<file path="src/rtl/cfg_boot_seq.sv">
`timescale 1ns/1ps
module cfg_boot_seq #(
  parameter int WORD_W  = 16,
  parameter int ADDR_W  = 8,
  parameter int DIV_LOG = 4,
  parameter int ROM_LEN = 8,
  parameter int HDR_TAG = 'h5A,
  parameter int ROM_MUL = 'h1F3D,
  parameter int ROM_ADD = 'h0101
) (
  input  logic              clk_in,
  input  logic              rst_n,
  input  logic              strap_par,
  input  logic              strap_m1,
  input  logic              strap_m0,
  input  logic              reconf_n,
  input  logic              rate_sel,
  input  logic [ADDR_W-1:0] prog_len,
  input  logic              ser_din,
  output logic              ser_en_n,
  output logic              ser_clk,
  output logic              coef_we,
  output logic [ADDR_W-1:0] coef_addr,
  output logic [WORD_W-1:0] coef_data,
  output logic              cfg_done,
  output logic              err_n
);
  localparam int BIT_W    = $clog2(WORD_W);
  localparam int TAG_W    = WORD_W - ADDR_W;
  localparam int DIV_HALF = 2 ** (DIV_LOG - 1);

  typedef enum logic [2:0] {ST_DECODE, ST_LOAD, ST_DONE, ST_FAIL, ST_IDLE} state_t;

  state_t             state;
  logic               use_rom;
  logic               half_q;
  logic [DIV_LOG-1:0] div_cnt;
  logic [BIT_W-1:0]   bit_cnt;
  logic [ADDR_W:0]    word_idx;
  logic [WORD_W-1:0]  shreg;
  logic [WORD_W-1:0]  sum_acc;

  logic [ADDR_W-1:0]  exp_len;
  logic [WORD_W-1:0]  hdr_word;
  logic [WORD_W-1:0]  rom_idx;
  logic [WORD_W-1:0]  rom_word;
  logic [WORD_W-1:0]  word_in;
  logic               src_bit;
  logic               sample;
  logic               last_bit;
  logic               is_hdr;
  logic               is_sum;

  assign exp_len  = use_rom ? ADDR_W'(ROM_LEN) : prog_len;
  assign hdr_word = {TAG_W'(HDR_TAG), exp_len};
  assign rom_idx  = WORD_W'(word_idx - 1'b1);
  assign is_hdr   = (word_idx == '0);
  assign is_sum   = (word_idx == {1'b0, exp_len} + 1'b1);

  always_comb begin
    if (is_hdr)      rom_word = hdr_word;
    else if (is_sum) rom_word = sum_acc;
    else             rom_word = rom_idx * WORD_W'(ROM_MUL) + WORD_W'(ROM_ADD);
  end

  assign src_bit  = use_rom ? rom_word[BIT_W'(WORD_W-1) - bit_cnt] : ser_din;
  assign sample   = (state == ST_LOAD) && (div_cnt == DIV_LOG'(DIV_HALF - 1));
  assign last_bit = (bit_cnt == BIT_W'(WORD_W - 1));
  assign word_in  = {shreg[WORD_W-2:0], src_bit};

  always_ff @(posedge clk_in or negedge rst_n) begin
    if (!rst_n) begin
      state     <= ST_DECODE;
      use_rom   <= 1'b0;
      half_q    <= 1'b0;
      div_cnt   <= '0;
      bit_cnt   <= '0;
      word_idx  <= '0;
      shreg     <= '0;
      sum_acc   <= '0;
      coef_we   <= 1'b0;
      coef_addr <= '0;
      coef_data <= '0;
    end else begin
      coef_we <= 1'b0;
      if (!reconf_n) begin
        state    <= ST_DECODE;
        half_q   <= 1'b0;
        div_cnt  <= '0;
        bit_cnt  <= '0;
        word_idx <= '0;
        sum_acc  <= '0;
      end else begin
        case (state)
          ST_DECODE: begin
            div_cnt  <= '0;
            bit_cnt  <= '0;
            word_idx <= '0;
            sum_acc  <= '0;
            if (!strap_par)    state <= ST_IDLE;
            else if (strap_m1) begin use_rom <= 1'b0; state <= ST_LOAD; end
            else if (strap_m0) state <= ST_IDLE;
            else               begin use_rom <= 1'b1; state <= ST_LOAD; end
          end
          ST_LOAD: begin
            div_cnt <= div_cnt + 1'b1;
            if (sample) begin
              shreg   <= word_in;
              bit_cnt <= bit_cnt + 1'b1;
              if (last_bit) begin
                word_idx <= word_idx + 1'b1;
                if (is_hdr) begin
                  sum_acc <= word_in;
                  if (word_in != hdr_word) state <= ST_FAIL;
                end else if (is_sum) begin
                  state <= (word_in == sum_acc) ? ST_DONE : ST_FAIL;
                end else begin
                  sum_acc   <= sum_acc + word_in;
                  coef_we   <= 1'b1;
                  coef_addr <= ADDR_W'(word_idx - 1'b1);
                  coef_data <= word_in;
                end
              end
            end
          end
          ST_DONE: half_q <= ~half_q;
          default: ;
        endcase
      end
    end
  end

  assign ser_en_n = !((state == ST_LOAD) && !use_rom);
  assign cfg_done = (state == ST_DONE);
  assign err_n    = (state != ST_FAIL);
  assign ser_clk  = (state == ST_DONE) ? (rate_sel ? half_q : clk_in)
                  : (state == ST_LOAD) ? div_cnt[DIV_LOG-1] : 1'b0;

  AST_DONE_ERR_EXCL: assert property (@(posedge clk_in) disable iff (!rst_n)
    !(cfg_done && !err_n));
  AST_WE_IN_LOAD: assert property (@(posedge clk_in) disable iff (!rst_n)
    coef_we |-> (!cfg_done && err_n));
  AST_FAIL_STICKY: assert property (@(posedge clk_in) disable iff (!rst_n)
    (!err_n && reconf_n) |=> !err_n);
  AST_DONE_STICKY: assert property (@(posedge clk_in) disable iff (!rst_n)
    (cfg_done && reconf_n) |=> cfg_done);
  AST_RECONF_CLEARS: assert property (@(posedge clk_in) disable iff (!rst_n)
    !reconf_n |=> (!cfg_done && err_n && ser_en_n));
  AST_EN_NOT_DONE: assert property (@(posedge clk_in) disable iff (!rst_n)
    !ser_en_n |-> (!cfg_done && err_n));
endmodule

</file>
<file path="config.mk">
export PLATFORM = sky130hd
export DESIGN_NAME = cfg_boot_seq
export DESIGN_NICKNAME = d
export VERILOG_FILES = /design/src/rtl/cfg_boot_seq.sv
export SDC_FILE = /design/constraint.sdc
export NUM_CORES = 1
export LEC_CHECK = 0
export ABC_AREA = 1
export BUFFER_PORTS_ARGS = -buffer_cell sky130_fd_sc_hd__buf_4
export CORE_MARGIN = 2
export CORE_UTILIZATION = 41
export DETAILED_ROUTE_END_ITERATION = 10
export PLACE_DENSITY_LB_ADDON = 0.1
export SYNTH_ARGS = -nofsm -noshare
export SYNTH_HDL_FRONTEND = slang
export SYNTH_SLANG_ARGS = --single-unit
</file>
<file path="constraint.sdc">
create_clock -name clk_in -period 8.6 [get_ports clk_in]
set_input_delay 2.15 -clock clk_in [delete_from_list [all_inputs] [get_ports clk_in]]
set_output_delay 2.15 -clock clk_in [all_outputs]
set_load 0.1 [all_outputs]
</file>
==> results of run 1 <==
-- placed cells by master (no fill, tap or decap), drive strengths merged, types with 19 or more instances in the layout --
master,netlist,layout
nand4,19,19
o21ai,92,92
xor2,28,28
ha,71,71
fa,35,35
nand3,75,75
nor2,65,65
inv,181,182
nand2,198,198
a21oi,48,48
buf,7,52
dfrtp,78,78
-- worst paths after layout --
path	from	slack (ns)	end	cells after the start
min reg2reg	coef_addr[3]$_DFFE_PN0P_	0.49	coef_addr[3]$_DFFE_PN0P_	2
max reg2reg	word_idx[1]$_DFFE_PN0P_	0.63	sum_acc[14]$_DFFE_PN0P_	43
min	coef_addr[3]$_DFFE_PN0P_	0.49	coef_addr[3]$_DFFE_PN0P_	2
min in group asynchronous	rst_n	1.88	coef_data[7]$_DFFE_PN0P_	1
max in group asynchronous	rst_n	6.07	coef_addr[7]$_DFFE_PN0P_	1
max	word_idx[1]$_DFFE_PN0P_	0.63	sum_acc[14]$_DFFE_PN0P_	43
-- cells by family (layout without fill, tap and decap cells) --
kind of cell | after synthesis | after routing | share of synthesized area, %
mux | 1 | 1 | 0.153
flops | 78 | 78 | 26.4
compound gates | 180 | 180 | 13.6
xor+xnor | 33 | 33 | 3.91
buf+inv | 205 | 252 | 10.7
simple gates | 394 | 394 | 23.7
fa+ha+maj | 106 | 106 | 21.5
-- final cells by class --
| type | count | area (µm²) | area share [%] |
|---|---|---|---|
| multi-input combinational | 714 | 4690 | 56.2 |
| timing repair buffer | 51 | 383 | 4.59 |
| tap | 229 | 287 | 3.44 |
| clock buffer | 16 | 319 | 3.83 |
| clock inverter | 4 | 32.5 | 0.390 |
| inverter | 181 | 679 | 8.15 |
| sequential | 78 | 1950 | 23.4 |
-- critical path: cells and delay by family, from the launching register on --
kind / cells / cell delay (ns)
adder cells (fa/ha/maj): 9 / 3.78
AND/OR/NAND/NOR: 15 / 1.44
AO/OA/AOI/OAI: 7 / 1.00
buffers and inverters: 10 / 0.83
flip-flops: 1 / 0.43
XOR/XNOR: 2 / 0.40
-- flip-flops by register name, summed over array words and instances (netlist names) --
signal	flops
coef_data	16
sum_acc	16
coef_addr	8
word_idx	9
use_rom	1
div_cnt	4
coef_we	1
state	3
bit_cnt	4
half_q	1
shreg	15
-- power by group --
part	total (mW)	internal, mW	switching [mW]	leakage, nW
registers	0.398	0.380	0.0177	1.05
clock network	0.427	0.257	0.170	0.168
logic	0.207	0.0600	0.147	2.97
total	1.03	0.697	0.334	4.18
-- repair_timing --
item / CTS / global route
gates resized for setup: 0 / 13
hold endpoints to repair: 0 / 0
setup endpoints to repair: 0 / 6
hold buffers: 0 / 0
-- through the flow --
step | power (mW) | instances | hold WS [ns] | cell area (µm²)
6_report | 1.03 | 1273 | 0.487 | 8340
5_1_grt | 1.08 | 1273 | 0.514 | 8340
4_1_cts | 1.04 | 1273 | 0.490 | 8300
3_5_place_dp | 0.612 | 1254 | 0.474 | 7960
3_3_place_gp | 0.614 | 1254 | 0.476 | 7960
2_1_floorplan | 0.549 | 997 | 0.464 | 7380
-- per-layer routing --
metal	GRT usage, %	up-vias	wire length (µm)
met4	7.04	0	372
li1	-	3356	-
met3	1.94	23	559
met5	0	-	0
met2	36.0	124	9680
met1	30.5	3152	9620
==> out/results.ini, run 1 <==
[outcome]
status = complete, no violations

[global_routing]
grtUsageTotal_pct = 21.8
gr-total-overflow = 0
grt_pass1_wl_mm = 33.6
antenna_found_initial = 0
grt_pass1_vias = 6407
grt_max_degree = 79

[synth]
yosysTopAreaCell = dfrtp_1
synth_fp_nets = 1119
synth_cell_type_count = 44
postSynthAreaPerCell_um2 = 7.41
async_flop_share_pct = 100
synth_area_um2 = 7380
synth_top_area_share_pct = 26.4
synthTopCellsByCount = nand2_1 (195), inv_1 (179), o21ai_0 (90), dfrtp_1 (78), nand3_1 (73)
syn_inst = 997
yosys_warnings = 0
yosys_most_used_dff = dfrtp_1
synth_edf_count = 0
synth-seq-cells = 78
yosysMostFrequentCell = nand2_1
yosysSeqAreaShare_pct = 26.4
synth.area.top_cells = dfrtp_1 (26%), ha_1 (12%), nand2_1 (9.9%)

[die]
core_um2 = 17800
row_count = 49
top_level_ports = 45
fp.dieW_um = 138
start_util_pct = 41.4
dieArea_um2 = 19100
die_y_um = 138

[setup_path]
crit_path_frequent_cell = nand2_1
critPathCaptureType = register
crit_slowest_cell = fa_1
path_class = register to register
worstPathRequired_ns = 8.98
cp_data_arrival_time_ns = 8.35
cp_slowest_stage_delay_ns = 0.55
crit_path_max_fanout = 6
startpoint_type = register

[power]
vdd_drop_max_mv = 0.104
power.density_nw_per_um2 = 124
leakagePower_nw = 4.18

[place]
place_hpwl_mm = 15.8
pre_cts_ws_ns = 0.473
io_buffers = 44
gp_congestion = 0.907

[final_layout]
layout-drive-gt1-share_pct = 9.48
utilization_pct = 46.7
area_growth_pct = 12.9
fin_nets = 1161
n_antenna_cell = 0
fillerInstances = 1833

[detailed_routing]
viasPerCell = 5.23
drtIter0Drc = 413
wl_per_cell_um = 15.9
route.vias.total = 6655
firstDrtPassIters = 5
antenna_left = 0
wl_mm = 20.2
drc = 0

[sta]
fin_skew_ns = 0.00531
worstMarginPinSlew_ns = 1.03
drv_slew = 0
period_needed_ns = 7.97
period_share_pct = 92.7
setup_slack_ns = 0.631
relSlewSlack_pct = 31.2
timing.fmax_mhz = 125
hold_violations = 0
rsz0062_at_grt = no
finalSetupViolCount = 0
fin_tns_setup_ns = 0

[clock_tree]
post_cts_buffers = 0
clock_latency_ns = 0.46
cts.clk_slew.worst_paths_ns = 0.06
cts_tree = built

[worst_hold_path]
min-delay-path-class = register to register

[flow_run]
drv_cap = 0

No activity file was read; power rests on OpenSTA's default activity.
==> run 2: changes to the inputs <==
--- a/config.mk
+++ b/config.mk
@@ -8,7 +8,7 @@
 export ABC_AREA = 1
 export BUFFER_PORTS_ARGS = -buffer_cell sky130_fd_sc_hd__buf_4
 export CORE_MARGIN = 2
-export CORE_UTILIZATION = 41
+export CORE_UTILIZATION = 40
 export DETAILED_ROUTE_END_ITERATION = 10
 export PLACE_DENSITY_LB_ADDON = 0.1
 export SYNTH_ARGS = -nofsm -noshare
==> out/results.ini, run 2 (synthesis gave the netlist of run 1 again) <==
[outcome]
status = complete, no violations

[setup_path]
rr_startpoint = word_idx[1]$_DFFE_PN0P_
r2r_end = sum_acc[14]$_DFFE_PN0P_
path_class = register to register
path_buf_inv = 10  ; unchanged
rr_worst_depth = 43  ; unchanged
reg2reg_slack_ns = 0.47  ; -0.16 ns
crit_family = adder cells
critPathCaptureType = register
crit_path_max_fanout = 6  ; unchanged
crit_slowest_cell = fa_1
startpoint = word_idx[1]$_DFFE_PN0P_
cp_data_arrival_time_ns = 8.50  ; +0.15 ns
crit_path_frequent_cell = nand2_1
startpoint_type = register
cp_slowest_stage_delay_ns = 0.55  ; about the same
worstPathRequired_ns = 8.97  ; about the same

[sta]
hold_violations = 0  ; unchanged
worstMarginPinSlew_ns = 0.885  ; -0.148 ns
period_needed_ns = 8.13  ; +0.157 ns
setup_slack_ns = 0.475  ; -0.157 ns
timing.fmax_mhz = 123  ; -1.9%
relSlewSlack_pct = 41.0  ; +9.8 points
period_share_pct = 94.5  ; +1.8 points
fin_skew_ns = 0.0152  ; +0.00990 ns
fin_tns_setup_ns = 0  ; unchanged
finalSetupViolCount = 0  ; unchanged
drv_slew = 0  ; unchanged

[final_layout]
n_antenna_cell = 0  ; unchanged
final_cell_mix = nand2_1 (194), inv_1 (177), o21ai_0 (88), dfrtp_1 (77), nand3_1 (71)
area_growth_pct = 13.8
reg_top3 = coef_data (16), sum_acc (16), shreg (15)
fillerInstances = 1878  ; +2.5%
layout_commonest_cell = nand2_1
layout-drive-gt1-share_pct = 10.1  ; +0.63 points
fin_nets = 1165  ; +0.34%

[detailed_routing]
firstDrtPassIters = 5  ; unchanged
drc = 0  ; unchanged
wl_per_cell_um = 16.2  ; +2.1%
antenna_left = 0  ; unchanged
viasPerCell = 5.22  ; -0.10%
route.vias.total = 6669  ; +0.21%
wl_mm = 20.7  ; +2.4%
drtIter0Drc = 429  ; +3.9%

[place]
pre_cts_ws_ns = 0.342  ; -0.131 ns
place_hpwl_mm = 16.2  ; +2.7%
gp_congestion = 0.924  ; +1.9%
io_buffers = 44  ; unchanged

[worst_hold_path]
worstHoldEndpoint = coef_data[10]$_DFFE_PN0P_
min_path_cells = 2  ; unchanged
min-delay-path-class = register to register
hold_start = coef_data[10]$_DFFE_PN0P_

[die]
dieArea_um2 = 19600  ; +2.4%
core_um2 = 18000  ; +1.0%
top_level_ports = 45  ; unchanged
start_util_pct = 41.0  ; -0.42 points
fp.dieW_um = 140  ; +1.2%
row_count = 49  ; unchanged
die_y_um = 140  ; +1.2%

[power]
power.density_nw_per_um2 = 128  ; +3.5%
vdd_drop_max_mv = 0.148  ; +42%
leakagePower_nw = 4.22  ; +0.95%

[clock_tree]
cts_tree = built
ctsHoldBuffers = 0  ; unchanged
cts.clk_slew.worst_paths_ns = 0.06  ; about the same
clock_latency_ns = 0.47  ; about the same

[global_routing]
grt_max_degree = 52  ; -34%
grtUsageTotal_pct = 21.9  ; +0.029 points
grt_pass1_vias = 6394  ; -0.20%
grt_pass1_wl_mm = 33.9  ; +1.1%
gr-total-overflow = 0  ; unchanged
antenna_found_initial = 0  ; unchanged

[flow_run]
drv_cap = 0  ; unchanged

-- run 2: metrics by stage --
| step | utilization (%) | total power [mW] | cells | hold slack (ns) | area (µm²) |
|---|---|---|---|---|---|
| after floorplan | - | 0.549 | 997 | 0.464 | 7380 |
| after global placement | 44.2 | 0.615 | 1255 | 0.470 | 7970 |
| after detailed placement | 44.2 | 0.614 | 1255 | 0.475 | 7970 |
| after CTS | 46.3 | 1.08 | 1274 | 0.490 | 8340 |
| after global routing | 46.6 | 1.13 | 1277 | 0.518 | 8400 |
| final | 46.6 | 1.08 | 1277 | 0.488 | 8400 |
-- run 2: power breakdown --
part	internal, mW	total (mW)	leakage (nW)	switching, mW
Combinational	0.0599	0.209	2.99	0.149
Sequential	0.380	0.398	1.05	0.0177
Clock	0.293	0.469	0.186	0.176
Total	0.733	1.08	4.22	0.343
-- run 2: layer usage --
metal	routed length [µm]	GRT usage, %	vias to the layer above
met5	0	0	-
li1	-	-	3361
met2	9270	33.8	150
met1	10300	32.0	3128
met3	747	2.92	30
met4	357	6.32	0
-- run 2: area by class of cell --
cell class / instances / area, µm² / share of cell area, %
sequential: 78 / 1950 / 23.2
clock buffer: 15 / 325 / 3.87
clock inverter: 5 / 58.8 / 0.700
multi-input combinational: 714 / 4690 / 55.8
tap: 229 / 287 / 3.41
inverter: 181 / 679 / 8.09
timing repair buffer: 55 / 413 / 4.91
-- run 2: worst max path at each step --
stage	end	slack (ns)	cells past startpoint
4_1_cts	sum_acc[13]$_DFFE_PN0P_	0.24	43
3_5_place_dp	sum_acc[13]$_DFFE_PN0P_	0.34	43
3_3_place_gp	sum_acc[13]$_DFFE_PN0P_	0.58	43
2_1_floorplan	sum_acc[14]$_DFFE_PN0P_	0.40	47
5_1_grt	sum_acc[14]$_DFFE_PN0P_	-0.03	44
6_report	sum_acc[14]$_DFFE_PN0P_	0.47	43
-- run 2: worst register-to-register path: cells and delay by family, from the launching register on --
family	cells	cell delay, ns
adders and majority gates	9	3.79
DFF	1	0.44
and+or+nand+nor	15	1.50
buffers and inverters	10	0.83
AOI/OAI and AO/OA	7	1.03
xor gates and xnor gates	2	0.47
-- run 2: timing repair --
item,CTS,global route
resized for setup,0,15
buffers inserted,0,3
hold endpoints to repair,0,0
endpoints found under the setup margin,0,7
